## src/rtl/wire3_eeprom_pkg.sv

```systemverilog
package wire3_eeprom_pkg;

  typedef enum logic [1:0] {
    ST_IDLE,
    ST_READ,
    ST_PROG,
    ST_HOLD
  } mode_e;

  typedef struct packed {
    logic shiftEn;
    logic bitVal;
    logic loadRdAddr;
    logic outStep;
    logic commitWrite;
    logic commitErase;
  } strobe_t;

endpackage

```

## src/rtl/wire3_eeprom_ctrl.sv

```systemverilog
module wire3_eeprom_ctrl
  import wire3_eeprom_pkg::*;
#(
  parameter int ADDR_W      = 7,
  parameter int DATA_W      = 8,
  parameter int BUSY_CYCLES = 32
) (
  input  logic    clk,
  input  logic    rstN,
  input  logic    serClk,
  input  logic    serDataIn,
  input  logic    enLine,
  input  logic    ctrlBit,
  output strobe_t strb,
  output logic    busy,
  output logic    cmdError,
  output logic    serDataOe
);

  localparam int READ_MIN  = ADDR_W + 1;
  localparam int WRITE_MIN = ADDR_W + DATA_W + 1;
  localparam int CNT_W     = $clog2(WRITE_MIN + 1);
  localparam int BSY_W     = $clog2(BUSY_CYCLES + 1);

  logic sClkQ, sClkPrev, enQ, enPrev, dinQ;
  logic sRise, sFall, enRise, enFall;
  logic [CNT_W-1:0] cmdCount;
  logic [BSY_W-1:0] busyCnt;
  logic okRead, okWrite, opIsWrite, progDone;
  mode_e state;

  always_ff @(posedge clk or negedge rstN) begin
    if (!rstN) begin
      sClkQ <= 1'b0; sClkPrev <= 1'b0;
      enQ <= 1'b0; enPrev <= 1'b0; dinQ <= 1'b0;
    end else begin
      sClkQ <= serClk; sClkPrev <= sClkQ;
      enQ <= enLine; enPrev <= enQ; dinQ <= serDataIn;
    end
  end

  assign sRise  = sClkQ & ~sClkPrev;
  assign sFall  = ~sClkQ & sClkPrev;
  assign enRise = enQ & ~enPrev;
  assign enFall = ~enQ & enPrev;
  assign okRead  = cmdCount >= CNT_W'(READ_MIN);
  assign okWrite = cmdCount >= CNT_W'(WRITE_MIN);
  assign progDone = (state == ST_PROG) && (busyCnt == '0) && !enRise;

  always_comb begin
    strb = '0;
    strb.shiftEn     = sRise & enQ;
    strb.bitVal      = dinQ;
    strb.loadRdAddr  = enFall && (state == ST_IDLE) && !ctrlBit && okRead;
    strb.outStep     = sFall && (state == ST_READ);
    strb.commitWrite = progDone && opIsWrite;
    strb.commitErase = progDone && !opIsWrite;
  end

  always_ff @(posedge clk or negedge rstN) begin
    if (!rstN) begin
      cmdCount <= '0;
    end else if (enRise) begin
      cmdCount <= '0;
    end else if (strb.shiftEn && !okWrite) begin
      cmdCount <= cmdCount + 1'b1;
    end
  end

  always_ff @(posedge clk or negedge rstN) begin
    if (!rstN) begin
      state <= ST_IDLE; busyCnt <= '0; opIsWrite <= 1'b0; cmdError <= 1'b0;
    end else if (enRise) begin
      state <= ST_IDLE; cmdError <= 1'b0;
    end else begin
      case (state)
        ST_IDLE: if (enFall) begin
          if (!ctrlBit) begin
            if (okRead) state <= ST_READ;
            else cmdError <= 1'b1;
          end else if (dinQ ? okRead : okWrite) begin
            state     <= ST_PROG;
            busyCnt   <= BSY_W'(BUSY_CYCLES - 1);
            opIsWrite <= !dinQ;
          end else begin
            cmdError <= 1'b1;
          end
        end
        ST_PROG: if (busyCnt == '0) state <= ST_HOLD;
                 else busyCnt <= busyCnt - 1'b1;
        default: state <= state;
      endcase
    end
  end

  assign busy      = (state == ST_PROG);
  assign serDataOe = (state == ST_READ);


  oe_release_chk: assert property (@(posedge clk) disable iff (!rstN)
    enRise |=> !serDataOe);

  commit_end_chk: assert property (@(posedge clk) disable iff (!rstN)
    (strb.commitWrite || strb.commitErase) |=> !busy);

  err_excl_chk: assert property (@(posedge clk) disable iff (!rstN)
    cmdError |-> !busy && !serDataOe);

  count_bound_chk: assert property (@(posedge clk) disable iff (!rstN)
    cmdCount <= CNT_W'(WRITE_MIN));

endmodule

```

## src/rtl/wire3_eeprom_dp.sv

```systemverilog
module wire3_eeprom_dp
  import wire3_eeprom_pkg::*;
#(
  parameter int ADDR_W = 7,
  parameter int DATA_W = 8,
  parameter int HIST_W = 24
) (
  input  logic    clk,
  input  logic    rstN,
  input  strobe_t strb,
  output logic    ctrlBit,
  output logic    serDataOut
);

  localparam int DEPTH = 1 << ADDR_W;
  localparam int BIT_W = $clog2(DATA_W);

  logic [HIST_W-1:0] shiftReg;
  logic [DATA_W-1:0] mem [DEPTH];
  logic [ADDR_W-1:0] cmdAddr, rdAddr;
  logic [DATA_W-1:0] cmdData, rdByte;
  logic [BIT_W-1:0]  bitIdx;
  logic              outBit;

  always_ff @(posedge clk or negedge rstN) begin
    if (!rstN) shiftReg <= '0;
    else if (strb.shiftEn) shiftReg <= {strb.bitVal, shiftReg[HIST_W-1:1]};
  end

  assign ctrlBit = shiftReg[HIST_W-1];
  assign cmdAddr = shiftReg[HIST_W-2 -: ADDR_W];
  assign cmdData = shiftReg[HIST_W-2-ADDR_W -: DATA_W];

  always_ff @(posedge clk or negedge rstN) begin
    if (!rstN) begin
      for (int i = 0; i < DEPTH; i++) mem[i] <= '1;
    end else if (strb.commitWrite) begin
      mem[cmdAddr] <= cmdData;
    end else if (strb.commitErase) begin
      mem[cmdAddr] <= '1;
    end
  end

  assign rdByte = mem[rdAddr];

  always_ff @(posedge clk or negedge rstN) begin
    if (!rstN) begin
      rdAddr <= '0; bitIdx <= '0; outBit <= 1'b0;
    end else if (strb.loadRdAddr) begin
      rdAddr <= cmdAddr; bitIdx <= '0; outBit <= 1'b0;
    end else if (strb.outStep) begin
      outBit <= rdByte[BIT_W'(DATA_W - 1) - bitIdx];
      if (bitIdx == BIT_W'(DATA_W - 1)) begin
        bitIdx <= '0;
        rdAddr <= rdAddr + 1'b1;
      end else begin
        bitIdx <= bitIdx + 1'b1;
      end
    end
  end

  assign serDataOut = outBit;


  rdaddr_hold_chk: assert property (@(posedge clk) disable iff (!rstN)
    (strb.outStep && bitIdx != BIT_W'(DATA_W - 1) && !strb.loadRdAddr) |=> $stable(rdAddr));

  rdaddr_step_chk: assert property (@(posedge clk) disable iff (!rstN)
    (strb.outStep && bitIdx == BIT_W'(DATA_W - 1) && !strb.loadRdAddr) |=> rdAddr == $past(rdAddr) + 1'b1);

endmodule

```

## src/rtl/wire3_eeprom.sv

```systemverilog
module wire3_eeprom
  import wire3_eeprom_pkg::*;
#(
  parameter int ADDR_W      = 7,
  parameter int DATA_W      = 8,
  parameter int HIST_W      = 24,
  parameter int BUSY_CYCLES = 32
) (
  input  logic clk,
  input  logic rstN,
  input  logic serClk,
  input  logic serDataIn,
  input  logic enLine,
  output logic serDataOut,
  output logic serDataOe,
  output logic busy,
  output logic cmdError
);

  strobe_t strb;
  logic    ctrlBit;

  wire3_eeprom_ctrl #(
    .ADDR_W(ADDR_W), .DATA_W(DATA_W), .BUSY_CYCLES(BUSY_CYCLES)
  ) u_ctrl (
    .clk(clk), .rstN(rstN), .serClk(serClk), .serDataIn(serDataIn),
    .enLine(enLine), .ctrlBit(ctrlBit), .strb(strb), .busy(busy),
    .cmdError(cmdError), .serDataOe(serDataOe)
  );

  wire3_eeprom_dp #(
    .ADDR_W(ADDR_W), .DATA_W(DATA_W), .HIST_W(HIST_W)
  ) u_dp (
    .clk(clk), .rstN(rstN), .strb(strb), .ctrlBit(ctrlBit), .serDataOut(serDataOut)
  );

endmodule

```

## config.mk

```make
export PLATFORM = sky130hd
export DESIGN_NAME = wire3_eeprom
export DESIGN_NICKNAME = d
export VERILOG_FILES = /design/src/rtl/wire3_eeprom_pkg.sv /design/src/rtl/wire3_eeprom_ctrl.sv /design/src/rtl/wire3_eeprom_dp.sv /design/src/rtl/wire3_eeprom.sv
export SDC_FILE = /design/constraint.sdc
export NUM_CORES = 2
export LEC_CHECK = 0
export BUFFER_PORTS_ARGS = -buffer_cell sky130_fd_sc_hd__buf_2
export CORE_UTILIZATION = 50
export DETAILED_ROUTE_END_ITERATION = 7
export PLACE_DENSITY = 0.7
export SLEW_MARGIN = 20
export SYNTH_ARGS = -nofsm -noshare
export SYNTH_HDL_FRONTEND = slang
export SYNTH_HIERARCHICAL = 1
export SYNTH_SLANG_ARGS = --single-unit
```

## constraint.sdc

```tcl
create_clock -name clk -period 6.9 [get_ports clk]
set_input_delay 0.345 -clock clk [delete_from_list [all_inputs] [get_ports clk]]
set_output_delay 0.345 -clock clk [all_outputs]
set_load 0.05 [all_outputs]
```

* After elaboration in Yosys (flattened, before gate mapping)
Cells that the tools add are included.
Storage, ports and cells: register bits 1079
Cells by class: $lt $le $gt $ge 6, bitwise logic cells 13, add/subtract/negate cells 5, equality and inequality tests 13, reduce and logical (&&, ||, !) cells 30, muxes and demuxes 39
Operators by type and width (count):
- $mux 1024 | 2
- $bwmux 1024 | 1
- $or 1024x1024->1024 | 1
- $bmux 8 s7 | 1
- $demux 8 s7 | 1
- $mux 6 | 4
- $mux 8 | 3
- $mux 7 | 3
- $ge 8x8->1 const B | 2
- $not 7->8 | 2
- $reduce_bool 2->1 | 7
- $mux 2 | 6
- $pmux 6 s2 | 1
- $logic_and 1x1->1 | 10
- $mux 1 | 10
- $mux 5 | 2
- $reduce_and 5->1 | 2
- $mux 3 | 3
- $ne 3x1->1 const B | 3
- $lt 8x1->1 const B | 1
- $add 7x1->7 const B | 1
- $logic_not 6->1 | 1
- $reduce_and 6->1 | 1
- $sub 6x1->6 const B | 1
- other kinds (23) | 37

* Depth between registers and ports, before layout
word-level depth 8, gate-level depth with buffers 13

* Hierarchy
Netlist, hierarchy kept.
By module, submodules not included:
- wire3_eeprom_dp | cells each 4013, times used 1, area each 47750.8 um2
- wire3_eeprom_ctrl | cells each 99, times used 1, area each 1016.0 um2

* Worst setup path before layout
No wires, ideal clock.
kind register -> register, from register u_ctrl.busyCnt[0], to register u_dp/mem[312] in the netlist's numbering, arrival 2.976 ns, stages on the path, launching flop included 12, library setup time 0.079 ns, slack 3.845 ns, required time 6.821 ns, cells stage by stage dfrtp_1 > inv_1 > ha_1 > or4b_4 > nor2_1 > and3_1 > clkbuf_1 > nor2_1 > nor4_1 > clkbuf_1 > nand2_1 > o21ai_0
RTL lines:
- from (decl) | RTL line wire3_eeprom_ctrl.sv:28 | logic [BSY_W-1:0] busyCnt;
- from (signal assigned) | RTL line wire3_eeprom_ctrl.sv:83 | busyCnt <= BSY_W'(BUSY_CYCLES - 1);
- from (signal assigned) | RTL line wire3_eeprom_ctrl.sv:90 | else busyCnt <= busyCnt - 1'b1;
- to (signal, indexed assignment) | RTL line wire3_eeprom_dp.sv:38 | mem[cmdAddr] <= cmdData;
- to (decl) | RTL line wire3_eeprom_dp.sv:19 | logic [DATA_W-1:0] mem [DEPTH];

* Worst setup path in the final report
from register u_dp.rdAddr[2], to register u_dp.outBit, in the netlist u_dp/serDataOut
On the way: longest elaborated chain between the ends 8
RTL lines:
- from (decl) | RTL line wire3_eeprom_dp.sv:20 | logic [ADDR_W-1:0] cmdAddr, rdAddr;
- from (signal assigned) | RTL line wire3_eeprom_dp.sv:55 | rdAddr <= rdAddr + 1'b1;
- $not 7->8 (not written as such) | RTL line wire3_eeprom_dp.sv:44 | assign rdByte = mem[rdAddr];
- $bmux 8 s7 | RTL line wire3_eeprom_dp.sv:44
- $mux 8 (not written as such) (2 in a row) | RTL line wire3_eeprom_dp.sv:44
- $bmux 1 s3 | RTL line wire3_eeprom_dp.sv:52 | outBit <= rdByte[BIT_W'(DATA_W - 1) - bitIdx];
- $mux 1 (not written as such) | RTL line wire3_eeprom_dp.sv:52
- $mux 1 | RTL line wire3_eeprom_dp.sv:51 | end else if (strb.outStep) begin
- $mux 1 | RTL line wire3_eeprom_dp.sv:49 | end else if (strb.loadRdAddr) begin
- to (signal assigned) | RTL line wire3_eeprom_dp.sv:52
- to (decl) | RTL line wire3_eeprom_dp.sv:23 | logic outBit;
Every way passes these cells. The select of a mux whose other input is x is not followed. A chain may end at the register's enable or synchronous reset.

==> results.py <==
metrics = {
    "run": {
        "max_cap_viol_count": 0,
    },
    "drt": {
        "drtPass1Iterations": 6,
        "via_per_inst": 6.74,
        "post-route-drc-count": 0,
        "wl_per_cell_um": 28.9,
        "via_count": 36425,
        "routed_wirelength_um": 156000,
        "drt-initial-drc-count": 4458,
        "ant_nets": 0,
    },
    "timing": {
        "setup_viol": 0,
        "worst_slew_pin_slew_ns": 1.22,
        "tns_ns": 0,
        "fin_skew_ns": 0.0383,
        "slew_viol_final": 0,
        "fin_crit_sh_pct": 61.7,
        "holdWs_ns": 0.0167,
        "fin_crit_ns": 4.26,
        "hold_violations": 0,
        "relSlewSlack_pct": 18.5,
        "rsz0062_at_grt": "false",
        "fmax_ghz": 0.235,
    },
    "clocking": {
        "clk_pin_slew_worst_paths_ns": 0.07,
        "cts_hold_buf": 3,
        "clk_latency_ns": 0.71,
        "numCtsBuffers": 111,
        "cts.sink_count": 1071,
        "cts_tree": "built",
        "root_buffer": "clkbuf_16",
        "cts_buffer_depth": 3,
        "cts_resized": 0,
        "ctsHtreeMaxLevel": 3,
        "post_cts_buffers": 0,
    },
    "worst_setup_path": {
        "cpPeakStageDelay_ns": 0.75,
        "start_kind": "flip-flop",
        "cp_top_family": "compound AO/OA/AOI/OAI gates",
        "crit_slowest_cell": "and2_2",
        "rr_worst_depth": 10,
        "cp.depth": 10,
        "endpoint_kind": "flip-flop",
        "critPathBufInv": 2,
        "required_ns": 7.48,
        "criticalPathCategory": "reg -> reg",
        "cp.arrival_ns": 4.84,
        "cp_max_fo": 47,
        "path_cells": "buf_4 > and2_2 > buf_4 > a221o_1 > o211ai_1 > a2111oi_0 > a311o_1 > nor4_1 > o211ai_1 > nand3_1",
        "r2r-start": "u_dp/rdAddr[2]$_DFFE_PN0P_",
        "r2r-end": "u_dp/serDataOut$_DFFE_PN0P_",
        "ff2ff_setup_slack_ns": 2.64,
    },
    "placement": {
        "hpwl_um": 92400,
        "io_buffers": 8,
        "gp_congestion": 0.910,
    },
    "global_route": {
        "grt_remaining_overflow": 0,
        "grt_pass1_wl_um": 237000,
        "grt_use_total_pct": 31.9,
        "grt_pass1_vias": 36149,
        "grt_max_degree": 192,
        "antenna_found_initial": 0,
    },
    "yosys": {
        "ys_ff_latch": 1071,
        "syn-cell-area_sq_um": 48800,
        "synth_area_leaders": "dfstp_2 (55%), a22o_1 (9.2%), mux4_2 (6.5%)",
        "yosys.area.top_type": "dfstp_2",
        "synth_top_area_share_pct": 55.2,
        "synthesis.nets": 4126,
        "synth_edf_count": 0,
        "async_flop_share_pct": 100,
        "postSynthCellCount": 4112,
        "ys_warn_count": 6,
        "synth_ff_type": "dfstp_2",
        "syn_area_per_cell_sq_um": 11.9,
        "synth_cell_types": 67,
        "ys_seq_area_share_pct": 57.6,
    },
    "finish": {
        "area_delta_synth_final_pct": 10.6,
        "antenna_cells": 0,
        "final_common_cell": "dfstp_2",
        "drive_gt1_share_pct": 36.5,
        "fin_nets": 4053,
        "fillCellCount": 7954,
        "final_cell_mix": "dfstp_2 (1,024), nand2_1 (766), o21ai_0 (562)",
        "final_core_util_pct": 55.8,
    },
    "floorplan": {
        "coreArea_sq_um": 96700,
        "start_util_pct": 50.4,
        "die_y_um": 314,
        "dieArea_sq_um": 98800,
        "io_pins": 9,
        "die_w_um": 314,
        "core.rowCount": 114,
    },
    "pwr": {
        "p_per_area_nw_per_um2": 246,
        "power.leakage_nw": 18.8,
        "irDropWorstVdd_mv": 0.200,
    },
    "run_status": {
        "status": "finished, final reports clean",
    },
    "worst_hold_path": {
        "hold_class": "in -> async",
    },
}
## sequential cells by signal, summed over array words and instances (netlist names)
name and flops:
u_dp/serDataOut 1, u_ctrl/state 2, u_dp/mem 1024, u_ctrl/dinQ 1, u_ctrl/cmdCount 5, u_dp/bitIdx 3
u_ctrl/sClkPrev 1, u_ctrl/opIsWrite 1, u_dp/rdAddr 7, u_ctrl/enQ 1, u_ctrl/enPrev 1, u_ctrl/cmdError 1
u_ctrl/busyCnt 6, u_ctrl/sClkQ 1, u_dp/shiftReg 16
## cells in the mapped netlist (all sizes together) (18+ instances only)
library cell	number
nand2	767
nand2b	21
a211oi	29
o22ai	38
o221ai	26
mux4	143
dfrtp	47
dfstp	1024
a22o	515
a21oi	41
nand3	26
a22oi	19
mux2i	251
mux2	18
o21ai	569
nor2b	19
buf	86
a221oi	38
nor2	122
clkbuf	196
nor3	26
## routing by layer
| metal | up-vias | wire length, um | GRT usage (%) |
|---|---|---|---|
| li1 | 15051 | - | - |
| met2 | 2134 | 68800 | 46.5 |
| met4 | 2 | 8950 | 15.8 |
| met3 | 517 | 16000 | 7.68 |
| met5 | - | 69 | 0.435 |
| met1 | 18721 | 62600 | 44.6 |
## logic make-up after synthesis
family                     count (synthesis)  share of synthesized area [%]
buffers and inverters                    291                           2.97
muxes                                    412                           12.2
DFF                                     1071                           57.6
and+or+nand+nor                         1016                           8.46
xor gates and xnor gates                   9                          0.162
AOI/OAI and AO/OA                       1304                           18.4
adders and majority gates                  9                          0.231
## through the flow
stage / instances / total power, mW / cell area (sq um) / setup slack, ns
final: 5408 / 13.3 / 53900 / 2.64
after global routing: 5408 / 13.6 / 53900 / 2.55
after detailed placement: 5196 / 7.06 / 50000 / 2.73
after CTS: 5405 / 13.3 / 53800 / 2.66
after global placement: 5194 / 7.05 / 49900 / 2.79
after floorplan: 4112 / 6.73 / 48800 / 3.84
## how the worst max path moves through the flow
stage	from	end	slack [ns]
2_1_floorplan	u_ctrl/busyCnt[0]$_DFFE_PN0P_	u_dp/mem[312]$_DFFE_PN1P_	3.84
3_3_place_gp	u_ctrl/busyCnt[0]$_DFFE_PN0P_	u_dp/mem[425]$_DFFE_PN1P_	2.79
3_5_place_dp	u_ctrl/busyCnt[0]$_DFFE_PN0P_	u_dp/mem[491]$_DFFE_PN1P_	2.73
4_1_cts	u_ctrl/busyCnt[0]$_DFFE_PN0P_	u_dp/mem[491]$_DFFE_PN1P_	2.66
5_1_grt	u_ctrl/busyCnt[0]$_DFFE_PN0P_	u_dp/mem[490]$_DFFE_PN1P_	2.55
6_report	u_dp/rdAddr[2]$_DFFE_PN0P_	u_dp/serDataOut$_DFFE_PN0P_	2.64
## report_power, final
part / internal (mW) / total, mW / switching [mW]
Sequential: 6.36 / 6.45 / 0.0927
Clock: 3.69 / 6.28 / 2.59
Combinational: 0.111 / 0.542 / 0.431
## final cells by class
type	count	area (sq um)	share of cell area [%]
Clock inverter	46	604	1.12
Tap cell	1276	1600	2.96
Inverter	9	33.8	0.0626
Timing Repair Buffer	96	916	1.70
Multi-Input combinational cell	2750	19400	36.0
Clock buffer	160	3240	6.02
Sequential cell	1071	28100	52.1
Power figures use the tool's default switching activity.
